## config.mk

```make
export PLATFORM = sky130hd
export DESIGN_NAME = mi_period_meter
export DESIGN_NICKNAME = d
export VERILOG_FILES = /design/src/rtl/mipc_pkg.sv /design/src/rtl/mipc_sync.sv /design/src/rtl/mipc_datapath.sv /design/src/rtl/mipc_control.sv /design/src/rtl/mi_period_meter.sv
export SDC_FILE = /design/constraint.sdc
export NUM_CORES = 1
export LEC_CHECK = 0
export CAP_MARGIN = 0
export CORE_MARGIN = 4
export CORE_UTILIZATION = 60
export CTS_BUF_LIST = sky130_fd_sc_hd__clkbuf_16
export CTS_CLUSTER_DIAMETER = 120
export DETAILED_ROUTE_END_ITERATION = 10
export DONT_BUFFER_PORTS = 1
export PLACE_DENSITY = 0.77
export SYNTH_ARGS = -nofsm -noshare
export SYNTH_HDL_FRONTEND = slang
export SYNTH_SLANG_ARGS = --single-unit
```

## constraint.sdc

```tcl
create_clock -name clk -period 6.4 [get_ports clk]
set_clock_uncertainty 0.1 [all_clocks]
set_input_delay 1.28 -clock clk [delete_from_list [all_inputs] [get_ports clk]]
set_output_delay 1.28 -clock clk [all_outputs]
set_load 0.01 [all_outputs]
```

## src/rtl/mipc_pkg.sv

```systemverilog
package mipc_pkg;
  localparam int NUM_AXES = 3;
  localparam int PS_W = 3;

  typedef enum logic [2:0] {
    ST_IDLE, ST_FWD, ST_REV, ST_SCALE, ST_OSCTEST, ST_DONE, ST_ABORT
  } meas_state_t;

  typedef struct packed {
    logic hsTest;
    logic [PS_W-1:0] period;
    logic dir;
    logic oscTest;
    logic [1:0] axis;
  } cmd_t;

  typedef struct packed {
    logic clear;
    logic measure;
    logic isRev;
    logic scale;
    logic latchScale;
  } dp_strobe_t;
endpackage

```

## src/rtl/mipc_sync.sv

```systemverilog
module mipc_sync (
  input  logic clk,
  input  logic rst,
  input  logic d,
  output logic level,
  output logic rise
);
  logic s1, s2, s3;

  always_ff @(posedge clk) begin
    if (rst) begin
      s1 <= 1'b0;
      s2 <= 1'b0;
      s3 <= 1'b0;
    end else begin
      s1 <= d;
      s2 <= s1;
      s3 <= s2;
    end
  end

  assign level = s2;
  assign rise = s2 & ~s3;
endmodule

```

## src/rtl/mipc_datapath.sv

```systemverilog
module mipc_datapath
  import mipc_pkg::*;
#(
  parameter int CNT_W = 24,
  parameter int TMO_CYC = 50000,
  parameter int MIN_DIV_LOG2 = 5
) (
  input  logic clk,
  input  logic rst,
  input  logic [NUM_AXES-1:0] oscIn,
  input  logic [1:0] axisSel,
  input  logic [PS_W-1:0] periodSel,
  input  dp_strobe_t strobe,
  output logic dirDone,
  output logic dirTimeout,
  output logic [NUM_AXES-1:0] oscLevel,
  output logic [15:0] result
);
  localparam int EDGE_W = MIN_DIV_LOG2 + (1 << PS_W);
  localparam logic [CNT_W-1:0] CNT_MAX = '1;
  localparam logic [CNT_W-1:0] TMO_LAST = CNT_W'(TMO_CYC - 1);
  localparam logic signed [CNT_W:0] SAT_HI = (CNT_W+1)'(32767);
  localparam logic signed [CNT_W:0] SAT_LO = -(CNT_W+1)'(32768);

  logic [NUM_AXES-1:0] rise;
  logic selEdge;
  logic armed;
  logic [CNT_W-1:0] refCnt, refNext, tmoCnt, fwdCnt;
  logic [EDGE_W-1:0] edgesLeft, periodLen;

  for (genvar a = 0; a < NUM_AXES; a++) begin : g_sync
    mipc_sync u_sync (
      .clk(clk), .rst(rst), .d(oscIn[a]), .level(oscLevel[a]), .rise(rise[a])
    );
  end

  always_comb begin
    selEdge = 1'b0;
    for (int i = 0; i < NUM_AXES; i++)
      if (axisSel == 2'(i + 1)) selEdge = rise[i];
  end

  assign periodLen = EDGE_W'(1) << (MIN_DIV_LOG2 + int'(periodSel));
  assign refNext = (refCnt == CNT_MAX) ? refCnt : refCnt + 1'b1;
  assign dirDone = strobe.measure && armed && selEdge && (edgesLeft == EDGE_W'(1));
  assign dirTimeout = strobe.measure && (tmoCnt == TMO_LAST);

  function automatic logic [15:0] satTo16(input logic signed [CNT_W:0] v);
    if (v > SAT_HI) return 16'h7fff;
    else if (v < SAT_LO) return 16'h8000;
    else return v[15:0];
  endfunction

  always_ff @(posedge clk) begin
    if (rst) begin
      armed <= 1'b0;
      refCnt <= '0;
      tmoCnt <= '0;
      edgesLeft <= '0;
    end else if (strobe.clear) begin
      armed <= 1'b0;
      refCnt <= '0;
      tmoCnt <= '0;
      edgesLeft <= periodLen;
    end else if (strobe.measure) begin
      if (tmoCnt != CNT_MAX) tmoCnt <= tmoCnt + 1'b1;
      if (!armed) begin
        if (selEdge) begin
          armed <= 1'b1;
          refCnt <= '0;
        end
      end else begin
        refCnt <= refNext;
        if (selEdge) edgesLeft <= edgesLeft - 1'b1;
      end
    end else if (strobe.scale) begin
      refCnt <= refNext;
    end
  end

  always_ff @(posedge clk) begin
    if (rst) begin
      fwdCnt <= '0;
      result <= '0;
    end else begin
      if (dirDone && !strobe.isRev) fwdCnt <= refNext;
      if (dirDone && strobe.isRev)
        result <= satTo16($signed({1'b0, fwdCnt}) - $signed({1'b0, refNext}));
      if (strobe.latchScale) result <= satTo16($signed({1'b0, refNext}));
    end
  end

  AST_TMO_BOUND: assert property (@(posedge clk) disable iff (rst)
    strobe.measure |-> (tmoCnt <= TMO_LAST));
endmodule

```

## src/rtl/mipc_control.sv

```systemverilog
module mipc_control
  import mipc_pkg::*;
(
  input  logic clk,
  input  logic rst,
  input  logic cmdValid,
  input  logic [7:0] cmdByte,
  input  logic hostSel,
  input  logic dirDone,
  input  logic dirTimeout,
  input  logic [NUM_AXES-1:0] oscLevel,
  output dp_strobe_t strobe,
  output logic [1:0] axisSel,
  output logic [PS_W-1:0] periodSel,
  output logic [NUM_AXES-1:0] driveFwd,
  output logic [NUM_AXES-1:0] driveRev,
  output logic compOut,
  output logic hsTestOut,
  output logic ready,
  output logic lowPower,
  output logic stalled
);
  meas_state_t state, stateNext;
  cmd_t cmdIn, cmdQ;
  logic accept, leaveTest, endScale, hsT, hsEn;
  logic [NUM_AXES-1:0] axisOh;

  assign cmdIn = cmd_t'(cmdByte);
  assign accept = (state == ST_IDLE) && cmdValid;
  assign leaveTest = (state == ST_OSCTEST) && cmdValid && !cmdIn.oscTest;
  assign endScale = (state == ST_SCALE) && cmdValid && (cmdIn.axis != 2'd0);
  assign hsEn = cmdQ.hsTest;

  always_comb begin
    stateNext = state;
    case (state)
      ST_IDLE:
        if (accept) begin
          if (cmdIn.axis == 2'd0) stateNext = ST_SCALE;
          else if (cmdIn.oscTest) stateNext = ST_OSCTEST;
          else stateNext = ST_FWD;
        end
      ST_FWD:
        if (dirDone) stateNext = ST_REV;
        else if (dirTimeout) stateNext = ST_ABORT;
      ST_REV:
        if (dirDone) stateNext = ST_DONE;
        else if (dirTimeout) stateNext = ST_ABORT;
      ST_SCALE:   if (endScale) stateNext = ST_DONE;
      ST_OSCTEST: if (leaveTest) stateNext = ST_IDLE;
      default:    stateNext = state;
    endcase
  end

  always_ff @(posedge clk) begin
    if (rst) begin
      state <= ST_IDLE;
      cmdQ <= '0;
      hsT <= 1'b1;
    end else begin
      state <= stateNext;
      if (accept || leaveTest) cmdQ <= cmdIn;
      hsT <= hsEn ? ~hsT : 1'b1;
    end
  end

  always_comb begin
    strobe = '0;
    strobe.clear = accept || ((state == ST_FWD) && dirDone);
    strobe.measure = (state == ST_FWD) || (state == ST_REV);
    strobe.isRev = (state == ST_REV);
    strobe.scale = (state == ST_SCALE);
    strobe.latchScale = endScale;
  end

  assign axisSel = cmdQ.axis;
  assign periodSel = (state == ST_IDLE) ? cmdIn.period : cmdQ.period;
  assign axisOh = (cmdQ.axis == 2'd0) ? '0 : NUM_AXES'(1) << (cmdQ.axis - 2'd1);

  always_comb begin
    driveFwd = '0;
    driveRev = '0;
    case (state)
      ST_FWD: driveFwd = axisOh;
      ST_REV: driveRev = axisOh;
      ST_OSCTEST:
        if (cmdQ.dir) driveRev = axisOh;
        else driveFwd = axisOh;
      default: ;
    endcase
  end

  assign compOut = (state == ST_OSCTEST) && |(oscLevel & axisOh);
  assign hsTestOut = hsT;
  assign ready = (state == ST_DONE);
  assign lowPower = ready && !hostSel;
  assign stalled = (state == ST_ABORT);

  AST_ONE_DRIVE: assert property (@(posedge clk) disable iff (rst)
    $onehot0({driveFwd, driveRev}));
  AST_READY_HOLD: assert property (@(posedge clk) disable iff (rst)
    ready |=> ready);
  AST_HS_TOGGLE: assert property (@(posedge clk) disable iff (rst)
    ($past(hsEn) && hsEn) |-> (hsT != $past(hsT)));
  AST_RESET_IDLE: assert property (@(posedge clk) disable iff (rst)
    $past(rst) |-> (!ready && !stalled && driveFwd == '0 && driveRev == '0));
endmodule

```

## src/rtl/mi_period_meter.sv

```systemverilog
module mi_period_meter
  import mipc_pkg::*;
#(
  parameter int CNT_W = 24,
  parameter int TMO_CYC = 50000,
  parameter int MIN_DIV_LOG2 = 5
) (
  input  logic clk,
  input  logic rst,
  input  logic cmdValid,
  input  logic [7:0] cmdByte,
  input  logic hostSel,
  input  logic [2:0] oscIn,
  output logic [2:0] driveFwd,
  output logic [2:0] driveRev,
  output logic [15:0] result,
  output logic ready,
  output logic lowPower,
  output logic stalled,
  output logic compOut,
  output logic hsTestOut
);
  dp_strobe_t strobe;
  logic dirDone, dirTimeout;
  logic [1:0] axisSel;
  logic [PS_W-1:0] periodSel;
  logic [NUM_AXES-1:0] oscLevel;

  mipc_control u_ctrl (
    .clk(clk), .rst(rst), .cmdValid(cmdValid), .cmdByte(cmdByte),
    .hostSel(hostSel), .dirDone(dirDone), .dirTimeout(dirTimeout),
    .oscLevel(oscLevel), .strobe(strobe), .axisSel(axisSel),
    .periodSel(periodSel), .driveFwd(driveFwd), .driveRev(driveRev),
    .compOut(compOut), .hsTestOut(hsTestOut), .ready(ready),
    .lowPower(lowPower), .stalled(stalled)
  );

  mipc_datapath #(
    .CNT_W(CNT_W), .TMO_CYC(TMO_CYC), .MIN_DIV_LOG2(MIN_DIV_LOG2)
  ) u_dp (
    .clk(clk), .rst(rst), .oscIn(oscIn), .axisSel(axisSel),
    .periodSel(periodSel), .strobe(strobe), .dirDone(dirDone),
    .dirTimeout(dirTimeout), .oscLevel(oscLevel), .result(result)
  );

  AST_RESULT_STABLE: assert property (@(posedge clk) disable iff (rst)
    ready |=> $stable(result));
endmodule

```

==> results.py, run 1 <==
metrics = {
    "route": {
        "drt-total-wl_mm": 19.36,
        "firstDrtPassIters": 5,
        "drc": 0,
        "drt_iter0_markers": 493,
        "drtAntennaViolNets": 0,
        "avgViaCountPerCell": 6.067,
        "routedWlPerCell_um": 16.38,
        "vias": 7171,
    },
    "finish": {
        "nFillCells": 1079,
        "syn_to_final_growth_pct": 8.069,
        "nNetsFinal": 1030,
        "register_area_mm2": 0.002442,
        "diodes": 0,
        "multi_input_area_mm2": 0.005144,
        "final_area_mm2": 0.008529,
        "drive_gt1_share_pct": 7.129,
    },
    "power_and_ir_drop": {
        "p_leak_uw": 0.003316,
        "p_sw_uw": 601.9,
        "power.density_mw_per_mm2": 253.8,
        "sw_frac_of_total_pct": 27.80,
        "pwr-share-comb_pct": 14.4,
        "p_int_uw": 1563,
        "power.share.clock_pct": 46.9,
        "seqPwrFrac_pct": 38.6,
        "irDropWorstVdd_mv": 0.2278,
    },
    "floorplan": {
        "rows": 41,
        "start_util_pct": 61.79,
        "core_area_mm2": 0.01277,
        "die_h_um": 122.7,
        "io_pins": 42,
        "dieArea_mm2": 0.01505,
        "die_w_um": 122.7,
    },
    "global_route": {
        "overflow": 0,
        "grt_use_met1_pct": 35.14,
        "grt.busiest_layer": "met2",
        "grt_first_pass_wirelength_mm": 32.64,
        "grt_pass1_vias": 6679,
        "grt_max_degree": 71,
        "antenna_found_initial": 0,
        "grt_use_total_pct": 26.78,
        "grtUsageMet2_pct": 44.00,
        "grt_util_met3_pct": 5.438,
    },
    "clock_tree": {
        "cts_hold_buf": 0,
        "numCtsBuffers": 17,
        "post_cts_buffers": 0,
        "clkTransAtPathRegs_ps": 60,
        "clock_sinks": 122,
        "cts_buffer_depth": 2,
        "cts_tree": "built",
        "clk_latency_ps": 420,
        "cts_root_buf": "clkbuf_16",
        "htreeDepth": 4,
        "cts_resized": 0,
    },
    "synth": {
        "ys_ff_latch": 122,
        "synthCells": 1024,
        "syn_area_per_cell_um2": 7.708,
        "netlist_top_cells_area": "dfxtp_1 (31%), nor2_1 (7.8%), xnor2_1 (5.1%)",
        "syn_nets": 1057,
        "synth-edff-count": 0,
        "netlist_area_mm2": 0.007893,
        "synth_area_leader_cell": "dfxtp_1",
        "ys_types": 90,
        "synth_top_area_share_pct": 30.94,
        "yosysSeqAreaShare_pct": 30.94,
        "synth_flop_cell": "dfxtp_1",
        "async_reset_ff_share_pct": 0,
        "yosys_warnings": 0,
    },
    "setup_path": {
        "crit_arrival_ps": 5780,
        "required_ps": 6580,
        "r2r_slack_ps": 800,
        "crit_type": "reg -> reg",
        "start_kind": "flip-flop",
        "crit_fanout": 15,
        "cp-end-kind": "flip-flop",
    },
    "timing": {
        "tightest_slew_ps": 1035,
        "final-hold-violation-count": 0,
        "tns_ps": 0,
        "finalSetupViolCount": 0,
        "finalMaxSlewViolations": 0,
        "layout_min_cycle_time_ps": 5597,
        "maxSlewHeadroom_pct": 31.01,
        "min_period_over_period_pct": 87.46,
        "timing.fmax_mhz": 178.7,
        "rsz0062_at_grt": "no",
    },
    "placed_design": {
        "dp_hpwl_mm": 14.23,
        "numPortBuffers": 0,
        "dpl-instance-area_mm2": 0.007906,
        "gp_congestion": 0.9495,
    },
    "run_status": {
        "outcome": "complete, no violations",
    },
    "flow_run": {
        "max_cap_violations": 0,
    },
    "min_path": {
        "hp-class": "reg -> reg",
    },
}
## cell usage after synthesis, types with 3 or more instances
| library cell | count |
|---|---|
| a211oi_1 | 26 |
| a211oi_2 | 3 |
| a21boi_0 | 5 |
| a21o_1 | 19 |
| a21oi_1 | 65 |
| a31o_2 | 3 |
| a31oi_1 | 26 |
| a41oi_1 | 3 |
| and2_1 | 8 |
| and3_1 | 20 |
| and4_1 | 6 |
| buf_2 | 9 |
| buf_4 | 6 |
| clkbuf_1 | 30 |
| dfxtp_1 | 122 |
| ha_1 | 17 |
| inv_1 | 20 |
| maj3_1 | 5 |
| mux2_2 | 4 |
| mux2i_1 | 14 |
| nand2_1 | 100 |
| nand2b_1 | 9 |
| nand3_1 | 36 |
| nand3b_1 | 3 |
| nand4_1 | 16 |
| nor2_1 | 165 |
| nor2b_1 | 16 |
| nor3_1 | 29 |
| nor3b_1 | 3 |
| nor4_1 | 12 |
| o211ai_1 | 5 |
| o21a_1 | 5 |
| o21ai_0 | 37 |
| o21bai_1 | 3 |
| o22ai_1 | 5 |
| o31ai_1 | 9 |
| or2_2 | 6 |
| or3_1 | 10 |
| xnor2_1 | 46 |
| xor2_1 | 31 |
## logic make-up (layout without fill, tap and decap cells)
logic type               after synthesis  after routing  synth area share (%)
AO/OA/AOI/OAI                        247            247                 21.15
XOR/XNOR                              78             78                 8.830
adder cells (fa/ha/maj)               25             25                 3.868
buffers and inverters                 70             56                 3.884
flip-flops                           122            122                 30.94
multiplexers                          18             18                 2.346
AND/OR/NAND/NOR                      464            464                 28.98
## final timing paths
path	start	endpoint	depth (start not counted)
setup / recovery	u_dp.refCnt[12]	u_dp.result[3]	17
hold / removal	u_ctrl.hsEn	u_ctrl.hsTestOut	1
setup reg to reg	u_dp.refCnt[12]	u_dp.result[3]	17
hold reg to reg	u_ctrl.hsEn	u_ctrl.hsTestOut	1
## registers in the layout, indices dropped and copies added (netlist names), 3 cells and up
name	cells
u_dp.fwdCnt	24
u_dp.refCnt	24
u_dp.tmoCnt	24
u_dp.result	16
u_dp.edgesLeft	13
u_ctrl.cmdQ	4
u_ctrl.state	3
u_dp.g_sync.u_sync.level	3
u_dp.g_sync.u_sync.s1	3
u_dp.g_sync.u_sync.s3	3
## power groups by stage
stage                     logic (uW)  registers [uW]  clock network [uW]
after floorplan                  298             821                   0
after global placement           308             851                   0
after detailed placement         310             852                   0
after CTS                        313             836                1030
after global routing             355             844                1060
final                            313             836                1020
## per-stage QoR
step / util [%] / setup WS (ps) / instances / hold slack (ps) / total power, uW
2_1_floorplan: - / 1614 / 1024 / 283.1 / 1119
3_3_place_gp: 61.90 / 940.7 / 1150 / 295.6 / 1159
3_5_place_dp: 61.90 / 866.5 / 1150 / 297.7 / 1162
4_1_cts: 66.77 / 844.0 / 1182 / 313.1 / 2181
5_1_grt: 66.77 / 295.3 / 1182 / 352.2 / 2262
6_report: 66.77 / 802.8 / 1182 / 313.0 / 2165
## placed cells by master, fill, tap and decap left out, types with 6 or more instances in the layout
cell type  Yosys  routed
ha_1          17      17
xnor2_1       46      46
o21ai_0       37      37
xor2_1        31      31
mux2i_1       14      14
a211oi_1      26      26
and4_1         6       6
and3_1        20      20
nor2b_1       16      16
inv_1         20      21
nand3_1       36      36
and2_1         8       8
nand2b_1       9       9
nor3_1        29      29
nand4_1       16      16
a21o_1        19      19
nor4_1        12      12
o31ai_1        9       9
nor2_1       165     165
clkbuf_16      0      17
a31oi_1       26      26
or3_1         10      10
nand2_1      100     100
or2_2          6       6
a21oi_1       65      65
dfxtp_1      122     122
## per-layer routing
metal	part of all wire [%]	routed length (um)
met1	46	8943
met2	46	8990
met3	5.2	1011
met4	2.1	416
met5	0	0
## worst max-delay path, stage by stage (launching register included)
cell and delay [ps]:
dfxtp_1 580, nand4_2 230, nor4_4 570, nand2_1 350, mux2i_1 280, ha_1 260
a21o_1 220, maj3_1 360, a21o_1 200, a31o_2 260, a31oi_1 240, nor2_1 140
or4b_1 510, nor4bb_1 160, a211oi_2 180, a41oi_2 240, nor2_2 440, a211oi_1 140
## area by class of cell
class                      count  area share (%)
tap                          172           2.523
clock buffer                  17           4.988
inverter                      20          0.8802
clock inverter                15           2.318
multi-input combinational    832           60.31
timing repair buffer           4          0.3521
sequential                   122           28.63
(Power assumes the default switching activity.)
==> run 2, diff against run 1 <==
==> constraint.sdc (replaced) <==
create_clock -name clk -period 6.4 [get_ports clk]
set_clock_uncertainty 0.1 [all_clocks]
set_input_delay 1.28 -clock clk [delete_from_list [all_inputs] [get_ports clk]]
set_output_delay 1.28 -clock clk [all_outputs]
set_load 0.1 [all_outputs]
==> results.py, run 2 (same netlist as run 1, synthesis figures left out) <==
metrics = {
    "run_status": {
        "outcome": "complete, no violations",
    },
    "global_route": {
        "overflow": 0,
        "grt_max_degree": 71,
        "antenna_found_initial": 0,
        "grt_use_total_pct": 26.51,
        "grt_pass1_vias": 6642,
        "grt_first_pass_wirelength_mm": 32.24,
    },
    "route": {
        "drc": 0,
        "routedWlPerCell_um": 16.31,
        "avgViaCountPerCell": 6.086,
        "drt-total-wl_mm": 19.25,
        "drt_iter0_markers": 571,
        "firstDrtPassIters": 5,
        "drtAntennaViolNets": 0,
        "vias": 7182,
    },
    "placed_design": {
        "dp_hpwl_mm": 14.10,
        "gp_congestion": 0.9614,
        "numPortBuffers": 0,
    },
    "min_path": {
        "hp-class": "reg -> reg",
    },
    "timing": {
        "final-hold-violation-count": 0,
        "rsz0062_at_grt": "no",
        "maxSlewHeadroom_pct": 29.21,
        "finalMaxSlewViolations": 0,
        "timing.fmax_mhz": 175.9,
        "tightest_slew_ps": 1061,
        "holdWs_ps": 313.0,
        "min_period_over_period_pct": 88.84,
        "tns_ps": 0,
        "layout_min_cycle_time_ps": 5686,
        "finalSetupViolCount": 0,
    },
    "clock_tree": {
        "cts_tree": "built",
        "cts_resized": 0,
        "cts_hold_buf": 0,
        "clk_latency_ps": 420,
        "post_cts_buffers": 0,
        "clkTransAtPathRegs_ps": 50,
        "clock_sinks": 122,
        "htreeDepth": 4,
        "cts_root_buf": "clkbuf_16",
        "numCtsBuffers": 17,
        "cts_buffer_depth": 2,
    },
    "finish": {
        "final_common_cell": "nor2_1",
        "syn_to_final_growth_pct": 6.642,
        "nFillCells": 1134,
        "layout_common_cells": "nor2_1 (159), dfxtp_1 (122), nand2_1 (100), a21oi_1 (65), xnor2_1 (46)",
        "diodes": 0,
        "drive_gt1_share_pct": 7.341,
        "reg_top3": "u_dp.fwdCnt x24, u_dp.refCnt x24, u_dp.tmoCnt x24",
        "nNetsFinal": 1030,
    },
    "power_and_ir_drop": {
        "p_leak_uw": 0.003273,
        "power.density_mw_per_mm2": 239.0,
        "irDropWorstVdd_mv": 0.2578,
    },
    "setup_path": {
        "crit_fanout": 15,
        "start_kind": "flip-flop",
        "max_stage_delay_ps": 700,
        "crit_arrival_ps": 5910,
        "cp-end-kind": "flip-flop",
        "critPathBufInv": 0,
        "required_ps": 6630,
        "path_delay_family": "simple AND/OR/NAND/NOR gates",
        "worstPathCellList": "nand4_2 -> nor4_1 -> nor2_1 -> nand3_1 -> xor2_1 -> ha_1 -> and2_1 -> nand3_1 -> nor3_1 -> a311oi_1 -> o211a_1 -> o21ai_0 -> a311o_1 -> or3_1 -> a22o_1 -> nor4_2 -> a41o_2 -> a21oi_1 -> o31ai_1",
        "crit_type": "reg -> reg",
        "slowest_stage": "nor4_1",
        "crit_path_frequent_cell": "nand3_1",
    },
    "floorplan": {
        "start_util_pct": 61.79,
        "io_pins": 42,
        "core_area_mm2": 0.01277,
        "rows": 41,
        "die_w_um": 122.7,
        "dieArea_mm2": 0.01505,
        "die_h_um": 122.7,
    },
    "flow_run": {
        "max_cap_violations": 0,
    },
}
-- run 2: cell types whose count changed in the layout (fill, tap and decap cells not counted) --
cell and delta:
bufinv_16 -4, clkinv_1 +1, clkinv_2 +4, clkinvlp_4 -2
inv_1 +2, inv_6 -3, nor2_1 -6, nor2_2 +6
nor2b_1 -1, nor2b_2 +1
-- run 2: report_power, final --
part           switching, uW  internal [uW]  total [uW]
Sequential              66.0            790         856
Combinational            223            123         346
Clock                    332            477         809
Total                    621           1390        2010
-- run 2: stage by stage --
stage	area (um2)	setup WS (ps)	std cells	util, %	total power (uW)
finish	8417	714.3	1180	65.89	2011
global route	8417	231.8	1180	65.89	2104
CTS	8417	742.3	1180	65.89	2026
detailed placement	7924	781.7	1150	62.03	1218
global placement	7924	922.1	1150	62.03	1210
floorplan	7893	1614	1024	-	1166
-- run 2: worst paths after layout --
kind	from	to	slack, ps	depth (start not counted)
hold / removal	u_ctrl.hsEn	u_ctrl.hsTestOut	310	1
setup reg to reg	u_dp.refCnt[12]	u_dp.result[0]	710	19
hold reg to reg	u_ctrl.hsEn	u_ctrl.hsTestOut	310	1
setup / recovery	u_dp.refCnt[12]	u_dp.result[0]	710	19
-- run 2: layout make-up --
class                           instances  area, um2  area share [%]
Multi-Input combinational cell        832       5161           61.32
Timing Repair Buffer                    4      30.03          0.3568
Clock buffer                           17      425.4           5.054
Sequential cell                       122       2442           29.02
Inverter                               20      75.07          0.8919
Tap cell                              172      215.2           2.557
Clock inverter                         13      67.56          0.8027
-- run 2: per-layer routing --
layer  vias up  share of wire (%)  global-route usage [%]
met5         -                  0                       0
met3        26                6.2                   5.207
met1      3314                 45                   34.59
met2       213                 47                   43.63
li1       3629                  -                       -
met4         0                1.7                   9.447
